$ cat src/rtl/ir_rx_pkg.sv
package ir_rx_pkg;
   localparam int NUM_CAUSES = 3;
   localparam int CAUSE_RISE = 0;
   localparam int CAUSE_FALL = 1;
   localparam int CAUSE_UDF  = 2;
   typedef logic [NUM_CAUSES-1:0] cause_vec_t;
endpackage

$ cat src/rtl/ir_rx_filter.sv
module ir_rx_filter #(
   parameter int SYNC_STAGES = 2,
   parameter int FILT_LEN    = 2
) (
   input  logic clk,
   input  logic rst_n,
   input  logic active,
   input  logic smp_tick,
   input  logic pin_in,
   output logic level,
   output logic rise_ev,
   output logic fall_ev
);
   localparam int CNT_W = (FILT_LEN < 2) ? 1 : $clog2(FILT_LEN);
   localparam logic [CNT_W-1:0] LAST = CNT_W'(FILT_LEN - 1);

   logic pin_s;

   generate
      if (SYNC_STAGES == 0) begin : g_nosync
         assign pin_s = pin_in;
      end else begin : g_sync
         logic [SYNC_STAGES-1:0] sh;
         always_ff @(posedge clk or negedge rst_n) begin
            if (!rst_n) begin
               sh <= '0;
            end else begin
               sh[0] <= pin_in;
               for (int i = 1; i < SYNC_STAGES; i++) sh[i] <= sh[i-1];
            end
         end
         assign pin_s = sh[SYNC_STAGES-1];
      end
   endgenerate

   logic             active_q;
   logic [CNT_W-1:0] run_cnt;
   logic             start;
   logic             differs;
   logic             accept;

   assign start   = active & ~active_q;
   assign differs = pin_s ^ level;
   assign accept  = active & ~start & smp_tick & differs & (run_cnt == LAST);
   assign rise_ev = accept & pin_s;
   assign fall_ev = accept & ~pin_s;

   always_ff @(posedge clk or negedge rst_n) begin
      if (!rst_n) begin
         active_q <= 1'b0;
         level    <= 1'b0;
         run_cnt  <= '0;
      end else begin
         active_q <= active;
         if (start) begin
            level   <= pin_s;
            run_cnt <= '0;
         end else if (!active) begin
            run_cnt <= '0;
         end else if (smp_tick) begin
            if (accept) begin
               level   <= pin_s;
               run_cnt <= '0;
            end else if (differs) begin
               run_cnt <= run_cnt + 1'b1;
            end else begin
               run_cnt <= '0;
            end
         end
      end
   end
endmodule

$ cat src/rtl/ir_rx_lencnt.sv
module ir_rx_lencnt #(
   parameter int LEN_W = 8
) (
   input  logic             clk,
   input  logic             rst_n,
   input  logic             active,
   input  logic             len_tick,
   input  logic             wr,
   input  logic [LEN_W-1:0] wdata,
   output logic [LEN_W-1:0] cnt,
   output logic             udf_ev
);
   localparam logic [LEN_W-1:0] ONE = LEN_W'(1);

   logic step;
   assign step   = active & len_tick & ~wr & (cnt != '0);
   assign udf_ev = step & (cnt == ONE);

   always_ff @(posedge clk or negedge rst_n) begin
      if (!rst_n)    cnt <= '0;
      else if (wr)   cnt <= wdata;
      else if (step) cnt <= cnt - ONE;
   end
endmodule

$ cat src/rtl/ir_rx_causes.sv
module ir_rx_causes
   import ir_rx_pkg::*;
(
   input  logic       clk,
   input  logic       rst_n,
   input  cause_vec_t set_ev,
   input  logic       clr_wr,
   input  cause_vec_t clr_mask,
   input  cause_vec_t ie,
   output cause_vec_t flags,
   output logic       irq
);
   generate
      for (genvar g = 0; g < NUM_CAUSES; g++) begin : g_flag
         always_ff @(posedge clk or negedge rst_n) begin
            if (!rst_n)         flags[g] <= 1'b0;
            else if (set_ev[g]) flags[g] <= 1'b1;
            else if (clr_wr && clr_mask[g]) flags[g] <= 1'b0;
         end
      end
   endgenerate

   assign irq = |(flags & ie);
endmodule

$ cat src/rtl/ir_rx_edge.sv
module ir_rx_edge
   import ir_rx_pkg::*;
#(
   parameter int LEN_W       = 8,
   parameter int SYNC_STAGES = 2,
   parameter int FILT_LEN    = 2
) (
   input  logic             clk,
   input  logic             rst_n,
   input  logic             cfg_en,
   input  logic             cfg_rx_mode,
   input  logic             pin_in,
   input  logic             smp_tick,
   input  logic             len_tick,
   input  logic             len_wr,
   input  logic [LEN_W-1:0] len_wdata,
   input  logic             clr_wr,
   input  logic [2:0]       clr_mask,
   input  logic [2:0]       ie,
   output logic             data_bit,
   output logic             rise_flag,
   output logic             fall_flag,
   output logic             udf_flag,
   output logic [LEN_W-1:0] len_cnt,
   output logic             irq
);
   generate
      if (LEN_W < 2)       begin : g_bad_len  $error("LEN_W must be at least 2"); end
      if (FILT_LEN < 1)    begin : g_bad_filt $error("FILT_LEN must be at least 1"); end
      if (SYNC_STAGES < 0) begin : g_bad_sync $error("SYNC_STAGES must not be negative"); end
   endgenerate

   logic       active;
   logic       rise_ev, fall_ev, udf_ev;
   cause_vec_t set_ev, flags;

   assign active = cfg_en & cfg_rx_mode;

   ir_rx_filter #(.SYNC_STAGES(SYNC_STAGES), .FILT_LEN(FILT_LEN)) u_filter (
      .clk(clk), .rst_n(rst_n), .active(active), .smp_tick(smp_tick),
      .pin_in(pin_in), .level(data_bit), .rise_ev(rise_ev), .fall_ev(fall_ev)
   );

   ir_rx_lencnt #(.LEN_W(LEN_W)) u_lencnt (
      .clk(clk), .rst_n(rst_n), .active(active), .len_tick(len_tick),
      .wr(len_wr), .wdata(len_wdata), .cnt(len_cnt), .udf_ev(udf_ev)
   );

   always_comb begin
      set_ev             = '0;
      set_ev[CAUSE_RISE] = rise_ev;
      set_ev[CAUSE_FALL] = fall_ev;
      set_ev[CAUSE_UDF]  = udf_ev;
   end

   ir_rx_causes u_causes (
      .clk(clk), .rst_n(rst_n), .set_ev(set_ev), .clr_wr(clr_wr),
      .clr_mask(clr_mask), .ie(ie), .flags(flags), .irq(irq)
   );

   assign rise_flag = flags[CAUSE_RISE];
   assign fall_flag = flags[CAUSE_FALL];
   assign udf_flag  = flags[CAUSE_UDF];
endmodule

$ cat config.mk
export PLATFORM = sky130hd
export DESIGN_NAME = ir_rx_edge
export DESIGN_NICKNAME = d
export VERILOG_FILES = /design/src/rtl/ir_rx_pkg.sv /design/src/rtl/ir_rx_filter.sv /design/src/rtl/ir_rx_lencnt.sv /design/src/rtl/ir_rx_causes.sv /design/src/rtl/ir_rx_edge.sv
export SDC_FILE = /design/constraint.sdc
export NUM_CORES = 1
export LEC_CHECK = 0
export ABC_AREA = 1
export BUFFER_PORTS_ARGS = -buffer_cell sky130_fd_sc_hd__clkbuf_2
export CORE_MARGIN = 1
export CORE_UTILIZATION = 51
export CTS_CLUSTER_DIAMETER = 80
export DETAILED_ROUTE_END_ITERATION = 6
export PLACE_DENSITY = 0.82
export SLEW_MARGIN = 15
export SYNTH_ARGS = -nofsm -noshare
export SYNTH_HDL_FRONTEND = slang
export SYNTH_SLANG_ARGS = --single-unit
$ cat constraint.sdc
create_clock -name clk -period 3.4 [get_ports clk]
set_clock_uncertainty 0.05 [all_clocks]
set_input_delay 0.17 -clock clk [delete_from_list [all_inputs] [get_ports clk]]
set_output_delay 0.17 -clock clk [all_outputs]
set_load 0.005 [all_outputs]
# == Word-level counts from Yosys, hierarchy flattened ==
# Index checks and enable logic that the tools add are counted.
# word_totals
ff_bits,16
latchBits,0
ram_bits,0
mem_bits_ro,0
input_bits,23
out_inout_bits,13
word_cells,60
mem_count,0
# op_classes
add_sub_neg,2
mul,0
n_div,0
n_lt_le_gt_ge,0
eq_ne,2
n_shift,0
muxes,17
bitwise,18
reduce_logical,13
# op_table
op,count
8-bit 2-to-1 mux,2
1-bit 2-to-1 mux,15
2-bit nonzero test,7
1-bit bitwise AND,12
8-bit by 1-bit == test with 1-bit output (second input constant),1
8-bit nonzero test,1
8-bit by 1-bit subtractor with 8-bit output (second input constant),1
1-bit inverter,4
3-bit bitwise AND,1
1-bit logical AND,3
3-bit != test (second input constant),1
3-bit AND reduction,1
3-bit OR reduction,1
1-bit adder (second input constant),1
1-bit XOR,1

# == Depth between registers and ports, before layout ==
# depth
word_depth,11
depth_mapped,9
depth_no_buf,9

# == Cells and area by module ==
# Synthesis repeated with hierarchy kept, for this count alone.
# unflattened
cells_unflattened,134
area_unflattened_um2,1001.0
# modules_own_cells
mod,n_inst,cells_per_inst,area_each_um2,seq_area_each_um2
ir_rx_lencnt,1,86,624.3,200.2
ir_rx_filter,1,27,232.7,125.1
ir_rx_causes,1,19,136.4,75.1
ir_rx_edge,1,2,7.5,0.0

# == Worst setup path after synthesis ==
# OpenSTA, ideal clock, no wires.
# synth_path
kind,reg-to-reg
startpoint,register u_lencnt.cnt[0]
endpoint,register u_lencnt.cnt[4]
setup_ns,0.117
arrival_time_ns,1.192
required_time_ns,3.233
setup_slack_ns,2.042
stages_incl_launch_ff,8
n_path_buf,0
period_less_slack_ns,1.358
cell_sequence,dfrtp_1 inv_1 ha_1 nand2_2 o21ai_2 nand2_2 nand2_1 nand2_1
# synth_between
elab_chain_len,3
word_cells_on_any_way,6
# synth_lines
item,line_no,text
"start, declared",ir_rx_lencnt.sv:10,"output logic [LEN_W-1:0] cnt,"
"start signal, assigned",ir_rx_lencnt.sv:21,else if (wr) cnt <= wdata;
"start signal, assigned",ir_rx_lencnt.sv:22,else if (step) cnt <= cnt - ONE;
8-bit by 1-bit subtractor with 8-bit output / 8-bit nonzero test (equally long branches),"ir_rx_lencnt.sv:22, ir_rx_lencnt.sv:16",
8-bit 2-to-1 mux / 1-bit bitwise AND (equally long branches),"ir_rx_lencnt.sv:22, ir_rx_lencnt.sv:16",
8-bit 2-to-1 mux / 2-bit nonzero test (equally long branches),--,
# Parallel ways exist; a longest one is shown, timed or not. The select of a mux whose other input is x is not followed.
# A chain may end at the register's enable or synchronous reset.

# == Worst setup path in the final report ==
# layout_path
startpoint,register u_lencnt.cnt[0]
endpoint,register u_lencnt.cnt[3]
# Same word-level chain as after synthesis.

==> results.json <==
{
  "status": "complete, no violations",
  "num_rows": 15,
  "min_period_ns": 1.539,
  "drt-vias-per-instance": 5.041,
  "pwr-share-comb_pct": 26.8,
  "relSlewSlack_pct": 73.94,
  "p_sw_share_pct": 34.16,
  "cts_root_buf": "clkbuf_4",
  "m1WireLength_um": 934,
  "r2r_slack_ns": 1.86,
  "p_clk_share_pct": 26.2,
  "min_path_type": "primary input to register",
  "yosysTopAreaCell": "dfrtp_1",
  "wirelength_mm": 2.227,
  "power_frac_seq_pct": 47.0,
  "met3WireLength_um": 88,
  "crit_type": "register to register",
  "syn2layout_area_growth_pct": 26.99,
  "slew_viol_final": 0,
  "synth_top_area_share_pct": 41.72,
  "clkSinkCount": 16,
  "cp-start-kind": "register",
  "dieHeight_um": 45.38,
  "overflow": 0,
  "cp.arrival_ns": 1.68,
  "whs_ns": 0.03825,
  "wl_met2_mm": 1.172,
  "yosysWarningCount": 0,
  "tightest_slew_ns": 0.3909,
  "maxUsedRoutingLayer": "met4",
  "dpl.hpwl_mm": 1.762,
  "drc": 0,
  "num_io_pins": 36,
  "start_util_pct": 54.98,
  "p_switching_uw": 170.5,
  "htree_levels": 1,
  "grt_usage_pct": 25.98,
  "setup_tns_ns": 0,
  "synth_seq_area_share_pct": 41.72,
  "cts_made_buffers": 3,
  "period_share_pct": 45.28,
  "clock.fmax_ghz": 0.6496,
  "synth_cells": 132,
  "p_int_uw": 328.6,
  "vias": 993,
  "ant_nets": 0,
  "gp_congestion": 0.8096,
  "ys_top_cells_by_area": "dfrtp_1 42%, nand2_1 22%, nand3_1 8.3%",
  "cp_max_fo": 7,
  "hold_viol": 0,
  "drtIter0Drc": 28,
  "die_x_um": 45.38,
  "synth_nets": 158,
  "cp-end-kind": "register",
  "port_buffers": 35,
  "die_area_mm2": 0.002059,
  "grt_pass1_vias": 939,
  "ys_ff_latch": 16,
  "grt_max_degree": 17,
  "drv_cap": 0,
  "synth_cell_types": 19,
  "n_antenna_cell": 0,
  "crit_required_ns": 3.54,
  "setup_viol": 0,
  "final_nets": 199,
  "layout-drive-gt1-share_pct": 29.65,
  "cts_tree": "done",
  "core_region_area_mm2": 0.001745,
  "clockBufferDepth": 2,
  "synth_area_per_cell_um2": 7.270,
  "rsz0062_at_grt": "no",
  "powerDensity_mw_per_mm2": 409.5,
  "routedWlPerCell_um": 11.30,
  "clock_latency_ns": 0.29,
  "syn_area_um2": 959.7,
  "clkTransAtPathRegs_ns": 0.10,
  "leakage_nw": 0.6750,
  "antenna_found_initial": 0,
  "dr.pass1.iters": 4,
  "ir_drop_v": 0.0002811,
  "grt_pass1_wl_mm": 3.746
}
[power by group through the flow]
stage | registers, mW | logic (mW) | clock network (mW)
finish | 0.235 | 0.134 | 0.131
global route | 0.237 | 0.153 | 0.136
CTS | 0.234 | 0.135 | 0.129
detailed placement | 0.237 | 0.132 | 0
global placement | 0.237 | 0.127 | 0
floorplan | 0.233 | 0.0811 | 0
[flip-flops by register name (all words and copies together) (netlist names)]
register	flops
u_filter.level	1
u_filter.active_q	1
u_causes.flags	3
u_filter.run_cnt	1
u_lencnt.cnt	8
u_filter.g_sync.sh	2
[cells in the mapped netlist (all sizes together)]
library cell  instances
nand2                58
dfrtp                16
nand3                16
inv                  12
nor2                 12
o21ai                 7
ha                    3
nand4                 3
a21boi                1
a21oi                 1
clkbuf                1
xnor2                 1
xor2                  1
[cells in the final DEF, fill, tap and decap left out, drive strengths merged]
| master | synthesis | routed |
|---|---|---|
| a21boi | 1 | 1 |
| a21oi | 1 | 1 |
| ha | 3 | 3 |
| inv | 12 | 12 |
| xor2 | 1 | 1 |
| dfrtp | 16 | 16 |
| nand3 | 16 | 16 |
| o21ai | 7 | 7 |
| clkbuf | 1 | 39 |
| nor2 | 12 | 12 |
| xnor2 | 1 | 1 |
| nand2 | 58 | 58 |
| dlygate4sd3 | 0 | 2 |
| nand4 | 3 | 3 |
[kinds of logic (layout without fill, tap and decap cells)]
group | Yosys count | after routing | share of synthesized area [%]
and+or+nand+nor | 89 | 89 | 42.11
xor gates and xnor gates | 2 | 2 | 1.826
DFF | 16 | 16 | 41.72
adders and majority gates | 3 | 3 | 3.912
buffers and inverters | 13 | 53 | 5.085
AOI/OAI and AO/OA | 9 | 9 | 5.345
[final cells by class]
type	instances	area, µm²
well taps	25	31.28
flip-flops and latches	16	400.4
multi-input cells	103	510.5
inverters	12	45.04
repair buffers	37	195.2
fillers	153	526.8
clock buffers	4	36.28
[repair_timing]
item                      in CTS  in global routing
setup buffers                  0                  0
gates resized for setup        0                  0
hold buffers                   2                  0
hold endpoints to repair      17                  0
[worst max-delay path: stages (launching register included)]
cell     delay, ns
dfrtp_1       0.42
inv_1         0.18
ha_1          0.20
nand2_2       0.07
o21ai_2       0.26
nand2_2       0.12
nand2_1       0.08
nand2_1       0.05
[per-layer routing]
metal / track usage, % / up-vias
li1: - / 502
met1: 29.11 / 453
met2: 47.71 / 34
met3: 3.571 / 4
met4: 12.12 / 0
met5: 0 / -
[metrics by stage]
| step | utilization (%) | cell area (µm²) | cells | total power, mW | setup WS, ns |
|---|---|---|---|---|---|
| 4_1_cts | 69.82 | 1219 | 197 | 0.4980 | 1.862 |
| 5_1_grt | 69.82 | 1219 | 197 | 0.5258 | 1.754 |
| 2_1_floorplan | - | 959.7 | 132 | 0.3143 | 2.042 |
| 6_report | 69.82 | 1219 | 197 | 0.4991 | 1.861 |
| 3_5_place_dp | 66.60 | 1162 | 191 | 0.3692 | 1.887 |
| 3_3_place_gp | 66.60 | 1162 | 191 | 0.3631 | 1.979 |
[path summary, 6_finish.rpt]
path,start,depth (start not counted),endpoint
worst max-delay path,u_lencnt.cnt[0],7,u_lencnt.cnt[3]
worst min-delay path,len_wdata[7],3,u_lencnt.cnt[7]
worst max register to register,u_lencnt.cnt[0],7,u_lencnt.cnt[3]
worst min register to register,u_filter.g_sync.sh[0],0,u_filter.g_sync.sh[1]
max in group asynchronous,rst_n,2,u_filter.active_q
min in group asynchronous,rst_n,2,u_lencnt.cnt[6]
(Power assumes the default switching activity.)
